File: src/rtl/scnt_pkg.sv
package scnt_pkg;
  localparam int SLICE_W = 4;
  localparam int SLICE_N = 4;
  localparam int CNT_W   = SLICE_W * SLICE_N;

  typedef struct packed {
    logic               shift;
    logic [SLICE_N-1:0] step;
  } ctrlStrobes_t;
endpackage

File: src/rtl/scnt_ctrl.sv
module scnt_ctrl
  import scnt_pkg::*;
(
  input  logic               cntEn,
  input  logic               scanEn,
  input  logic [SLICE_N-2:0] lowCarry,
  output ctrlStrobes_t       strobes
);
  logic countMode;

  // shift requires the count enable too; shift wins over counting
  assign strobes.shift = cntEn & scanEn;
  assign countMode     = cntEn & ~scanEn;

  // slice 0 steps on the global enable alone
  assign strobes.step[0] = countMode;

  // higher slices use a wide AND over all lower carries
  for (genvar s = 1; s < SLICE_N; s++) begin : g_stepGate
    assign strobes.step[s] = countMode & (&lowCarry[s-1:0]);
  end
endmodule

File: src/rtl/scnt_slice.sv
module scnt_slice #(
  parameter int W = 4
) (
  input  logic         clk,
  input  logic         rstN,
  input  logic         shift,
  input  logic         step,
  input  logic         serIn,
  output logic [W-1:0] q,
  output logic         carry,
  output logic         serOut
);
  always_ff @(posedge clk or negedge rstN) begin
    if (!rstN)      q <= '0;
    else if (shift) q <= {q[W-2:0], serIn};
    else if (step)  q <= q + 1'b1;
  end

  assign carry  = &q;
  assign serOut = q[W-1];
endmodule

File: src/rtl/scnt_datapath.sv
module scnt_datapath
  import scnt_pkg::*;
(
  input  logic               clk,
  input  logic               rstN,
  input  ctrlStrobes_t       strobes,
  input  logic               scanIn,
  output logic [CNT_W-1:0]   count,
  output logic [SLICE_N-1:0] sliceCarry,
  output logic               scanOut
);
  logic [SLICE_N:0] chain;

  assign chain[0] = scanIn;

  for (genvar s = 0; s < SLICE_N; s++) begin : g_slice
    scnt_slice #(.W(SLICE_W)) slice_i (
      .clk    (clk),
      .rstN   (rstN),
      .shift  (strobes.shift),
      .step   (strobes.step[s]),
      .serIn  (chain[s]),
      .q      (count[s*SLICE_W +: SLICE_W]),
      .carry  (sliceCarry[s]),
      .serOut (chain[s+1])
    );
  end

  assign scanOut = chain[SLICE_N];
endmodule

File: src/rtl/scan_cascade_counter.sv
module scan_cascade_counter
  import scnt_pkg::*;
(
  input  logic               clk,
  input  logic               rstN,
  input  logic               cntEn,
  input  logic               scanEn,
  input  logic               scanIn,
  output logic [CNT_W-1:0]   count,
  output logic [SLICE_N-1:0] sliceCarry,
  output logic               scanOut
);
  ctrlStrobes_t strobes;

  scnt_ctrl ctrl_i (
    .cntEn    (cntEn),
    .scanEn   (scanEn),
    .lowCarry (sliceCarry[SLICE_N-2:0]),
    .strobes  (strobes)
  );

  scnt_datapath dp_i (
    .clk        (clk),
    .rstN       (rstN),
    .strobes    (strobes),
    .scanIn     (scanIn),
    .count      (count),
    .sliceCarry (sliceCarry),
    .scanOut    (scanOut)
  );
endmodule

File: config.mk
export PLATFORM = sky130hd
export DESIGN_NAME = scan_cascade_counter
export DESIGN_NICKNAME = d
export VERILOG_FILES = /design/src/rtl/scnt_pkg.sv /design/src/rtl/scnt_ctrl.sv /design/src/rtl/scnt_slice.sv /design/src/rtl/scnt_datapath.sv /design/src/rtl/scan_cascade_counter.sv
export SDC_FILE = /design/constraint.sdc
export NUM_CORES = 1
export LEC_CHECK = 0
export CORE_UTILIZATION = 48
export CTS_CLUSTER_SIZE = 28
export DETAILED_ROUTE_END_ITERATION = 8
export GPL_TIMING_DRIVEN = 0
export PLACE_DENSITY = 0.78
export SLEW_MARGIN = 10
export SYNTH_ARGS = -nofsm -noshare
export SYNTH_HDL_FRONTEND = slang
export SYNTH_SLANG_ARGS = --single-unit
File: constraint.sdc
create_clock -name clk -period 2.2 [get_ports clk]
set_clock_uncertainty 0.2 [all_clocks]
set_input_delay 0.66 -clock clk [delete_from_list [all_inputs] [get_ports clk]]
set_output_delay 0.66 -clock clk [all_outputs]
set_load 0.01 [all_outputs]
* Word-level counts from Yosys, hierarchy flattened
Index checks and enable logic that the tools add are counted.
Storage, ports and cells: register bits after elaboration 16, latch bits 0, bits in writable memories 0, bits in read-only memories 0, bits of input ports 5, output and inout port bits 21, logic and storage cells 32, memories 0
Cells by class: add/subtract/negate cells 4, multiply operators 0, div/mod/pow operators 0, magnitude comparators 0, equal/unequal tests 0, shift operators 0, mux-type cells 8, bitwise operators 6, reduce and logical (&&, ||, !) cells 10
Operator list (count):
- two-way mux 4 bit | 8
- adder 4 x 1 -> 4 bit (second input constant) | 4
- AND reduction 4 bit | 4
- AND reduction 12 bit | 1
- AND reduction 8 bit | 1
- nonzero test 2 bit | 4
- AND 1 bit | 5
- inverter 1 bit | 1

* Longest topological paths before layout
depth in word-level cells 5, gate-level depth with buffers 6, depth with buffers taken out 6

* Cells and area by module
From an unflattened synthesis, not the netlist that was laid out.
Second synthesis, totals: cell total of the unflattened synthesis 98, area total of the unflattened synthesis 918.4 sq um
Modules (own cells, without submodules):
- scnt_slice | times used 4, cells an instance 23, area each 216.5 sq um
- scnt_ctrl | times used 1, cells an instance 6, area each 52.6 sq um

* Least setup slack after synthesis
Ideal clock, no wire load.
kind register -> output, start reg dp_i.g_slice[1].slice_i.q[0], end out sliceCarry[1], arrival 1.038 ns, setup slack 0.302 ns, cell stages (with the launch flop) 5, buffers on the path 1, path through dfrtp_1 -> ha_1 -> nand3_4 -> inv_1 -> buf_4
On the way: longest elaborated chain between the ends 1
Ends and longest elaborated chain:
- start: declaration | line scnt_slice.sv:9 | output logic [W-1:0] q,
- start signal: assignment | line scnt_slice.sv:15 | else if (shift) q <= {q[W-2:0], serIn};
- start signal: assignment | line scnt_slice.sv:16 | else if (step) q <= q + 1'b1;
- AND reduction 4 bit | line scnt_slice.sv:19 | assign carry = &q;
- end: declaration | line scan_cascade_counter.sv:10 | output logic [SLICE_N-1:0] sliceCarry,
Every way passes these cells.

* Final worst setup path
start reg dp_i.g_slice[2].slice_i.q[2], end out count[10]
RTL lines:
- start: declaration | line scnt_slice.sv:9
- start signal: assignment | line scnt_slice.sv:15
- start signal: assignment | line scnt_slice.sv:16
- end: declaration | line scan_cascade_counter.sv:9 | output logic [CNT_W-1:0] count,
No word-level cell between the ends.

==> qor.csv <==
stage,metric,value,unit
run_status,outcome,"complete, no violations",
critical_path,worstRegToRegCells,6,
sta,timing.max_slew.rel_slack,48.2,%
synth,synth_warnings,0,
critical_path,path_cells,clkdlybuf4s50_1,
critical_path,crit_end_category,output pin,
sta,setup-violations-final,0,
layout,areaGrowthSynthToFinish,46.2,%
detailed_routing,wl_per_cell,14.0,um
floorplan,coreArea,0.00200,mm^2
synth,synth.distinct_cells,36,
sta,min_period,2.16,ns
sta,maxClockFrequency,0.463,GHz
critical_path,worst-path-max-fanout,5,
grt,via_count_of_the_first_global_routing_pass,1044,
critical_path,cp_num_cells,1,
floorplan,starting_density_of_the_core,52.5,%
synth,ys_seq_elements,16,
critical_path,startpoint_type,flip-flop,
place,routabilityCongestion,0.833,
sta,final.hold.worst_slack,0.429,ns
layout,largest_reg_flops,16,
detailed_routing,ant_nets_after_route,0,
floorplan,floorplan_die_height,48.8,um
layout,diodes,0,
synth,mappedNetlistNets,121,
grt,grt-ovfl-total,0,
synth,synthCells,112,
power,power.static_leakage,0.000710,uW
detailed_routing,detail_route.vias_per_cell,5.49,
floorplan,design.die.area,0.00238,mm^2
place,hpwlAfterDp,1670,um
critical_path,critPathMaxStageDelay,0.57,ns
clock_tree,worst_skew_pair.late_latency,0.29,ns
layout,final_cell_mix,"sky130_fd_sc_hd__buf_4, sky130_fd_sc_hd__a21oi_1, sky130_fd_sc_hd__nor2_1, sky130_fd_sc_hd__clkdlybuf4s50_1",
clock_tree,clock_tree_from_tritoncts,done,
sta,tns,0,ns
critical_path,worst_path_max_delay_cell,sky130_fd_sc_hd__clkdlybuf4s50_1,
layout,fill_cells,150,
clock_tree,clockBufferDepth,2,
layout,layout.nets,168,
place,portBuffers,25,
grt,grt_first_pass_wirelength,4560,um
hold_path,hold_path_class,flip-flop to flip-flop,
critical_path,cp_data_arrival_time,1.30,ns
sta,timing_worst_slew_pin_value,0.774,ns
power,vdd_drop_max,0.579,mV
power,power.density_cell_area,837,mW/mm^2
detailed_routing,detail_route.iter0.violations,13,
clock_tree,cts.root.buffer_cell,sky130_fd_sc_hd__clkbuf_4,
clock_tree,hold_buffers,0,
layout,final_cell_count_no_fill,185,
power,total_power,1290,uW
layout,layout-drive-gt1-share,37.3,%
sta,rsz0062_at_grt,false,
detailed_routing,dr.pass1.iters,4,
clock_tree,cts.sinks,16,
grt,grt_antenna_before_repair,0,
layout,final_core_util,76.8,%
synth,synthesis.area_per_instance,9.38,um^2
synth,synthTopCellsByArea,"sky130_fd_sc_hd__dfrtp_1, sky130_fd_sc_hd__a21oi_1, sky130_fd_sc_hd__buf_4, sky130_fd_sc_hd__ha_1, sky130_fd_sc_hd__mux2i_1",
floorplan,io-pin-count,26,
floorplan,std_cell_rows,16,
hold_path,min_delay_path_depth,2,
sta,final_hold_viol_count,0,
critical_path,critPathTopFamily,buffers and inverters,
clock_tree,clkTransAtPathRegs,0.10,ns
critical_path,worst-setup-path-type,flip-flop to output pin,
critical_path,cp_data_required_time,1.34,ns
floorplan,die-width,48.8,um
place,dp_cells,164,
detailed_routing,post_route_wl,2590,um
synth,syn_area,0.00105,mm^2
grt,grt_max_degree,17,
clock_tree,htree_num_levels,1,
critical_path,crit_buf_inv,1,
clock_tree,tritoncts.num_buffers,3,
flow_run,cap_violations,0,
layout,layout.cells.most_common,sky130_fd_sc_hd__buf_4,
grt,grtUsageTotal,25.0,%
sta,report.final.slew_viol_count,0,
detailed_routing,drcViolationCount,0,
sta,finalCritPeriodShare,98.2,%
detailed_routing,vias,1015,
synth,synth_top_area_share,38.1,%
synth,synth_area_leader_cell,sky130_fd_sc_hd__dfrtp_1,
layout,largest_register,dp_i.g_slice.slice_i.q,
synth,ys_seq_area_share,38.1,%
layout,largest_regs,dp_i.g_slice.slice_i.q x16,
==> per-layer routing <==
| metal | GRT usage (%) | up-vias | wire length (um) |
|---|---|---|---|
| li1 | - | 491 | - |
| met1 | 31.8 | 492 | 1120 |
| met2 | 41.7 | 27 | 1320 |
| met3 | 3.43 | 5 | 100 |
| met4 | 12.3 | 0 | 45 |
| met5 | 0 | - | 0 |
==> kinds of logic (layout without fill, tap and decap cells) <==
kind of cell | count (synthesis) | after routing | synth area share [%]
multiplexers | 5 | 5 | 4.76
AND/OR/NAND/NOR | 44 | 44 | 26.3
adder cells (fa/ha/maj) | 4 | 4 | 4.76
buffers and inverters | 14 | 60 | 8.33
flip-flops | 16 | 16 | 38.1
XOR/XNOR | 4 | 4 | 3.33
AO/OA/AOI/OAI | 25 | 25 | 14.4
==> cell usage after synthesis <==
cell type	count
sky130_fd_sc_hd__a211o_1	1
sky130_fd_sc_hd__a211oi_1	1
sky130_fd_sc_hd__a21oi_1	14
sky130_fd_sc_hd__a21oi_2	1
sky130_fd_sc_hd__a221o_1	1
sky130_fd_sc_hd__a22o_1	1
sky130_fd_sc_hd__a22oi_1	1
sky130_fd_sc_hd__and2_1	1
sky130_fd_sc_hd__and2b_1	1
sky130_fd_sc_hd__and3_1	2
sky130_fd_sc_hd__and3_2	1
sky130_fd_sc_hd__buf_2	4
sky130_fd_sc_hd__buf_4	8
sky130_fd_sc_hd__dfrtp_1	16
sky130_fd_sc_hd__ha_1	4
sky130_fd_sc_hd__inv_1	2
sky130_fd_sc_hd__mux2i_1	5
sky130_fd_sc_hd__nand2_1	8
sky130_fd_sc_hd__nand2b_1	2
sky130_fd_sc_hd__nand3_1	2
sky130_fd_sc_hd__nand3_2	2
sky130_fd_sc_hd__nand3_4	1
sky130_fd_sc_hd__nand4_1	3
sky130_fd_sc_hd__nand4b_1	1
sky130_fd_sc_hd__nor2_1	12
sky130_fd_sc_hd__nor3_1	2
sky130_fd_sc_hd__nor3_2	1
sky130_fd_sc_hd__nor3b_1	1
sky130_fd_sc_hd__nor4_1	1
sky130_fd_sc_hd__nor4_2	2
sky130_fd_sc_hd__nor4_4	1
sky130_fd_sc_hd__o21ai_0	3
sky130_fd_sc_hd__o21ai_1	1
sky130_fd_sc_hd__o311a_1	1
sky130_fd_sc_hd__xnor2_1	3
sky130_fd_sc_hd__xor2_1	1
==> per-stage QoR <==
stage / setup WS, ns / area [um^2]
after floorplan: 0.302 / 1050
after global placement: -0.195 / 1340
after detailed placement: -0.221 / 1340
after CTS: 0.00323 / 1510
after global routing: 0.00167 / 1540
final: 0.0395 / 1540
==> where the power goes <==
group / switching (uW) / internal (uW)
clock: 97.7 / 101
combinational: 281 / 351
sequential: 84.2 / 372
==> final timing paths <==
path                                              start                           end  slack [ns]
max reg2reg                dp_i.g_slice[0].slice_i.q[1]  dp_i.g_slice[1].slice_i.q[2]        0.32
max in group asynchronous                          rstN  dp_i.g_slice[0].slice_i.q[3]        0.66
min                        dp_i.g_slice[3].slice_i.q[2]  dp_i.g_slice[3].slice_i.q[3]        0.43
min reg2reg                dp_i.g_slice[3].slice_i.q[2]  dp_i.g_slice[3].slice_i.q[3]        0.43
min in group asynchronous                          rstN  dp_i.g_slice[1].slice_i.q[1]        0.61
max                        dp_i.g_slice[2].slice_i.q[2]                     count[10]        0.04
==> layout make-up <==
type | instances | area (um^2) | area share (%)
clock buffer | 4 | 36.3 | 2.36
multi-input combinational | 82 | 601 | 39.1
buffer | 12 | 82.6 | 5.37
inverter | 2 | 7.51 | 0.489
tap | 27 | 33.8 | 2.20
timing repair buffer | 42 | 365 | 23.8
sequential | 16 | 410 | 26.7
==> what timing repair did <==
| action | in CTS | in global routing |
|---|---|---|
| setup endpoints to repair | 10 | 9 |
| pin swaps | 3 | 2 |
| setup buffers | 16 | 1 |
| resized for setup | 35 | 8 |
No activity file was read; power rests on OpenSTA's default activity.
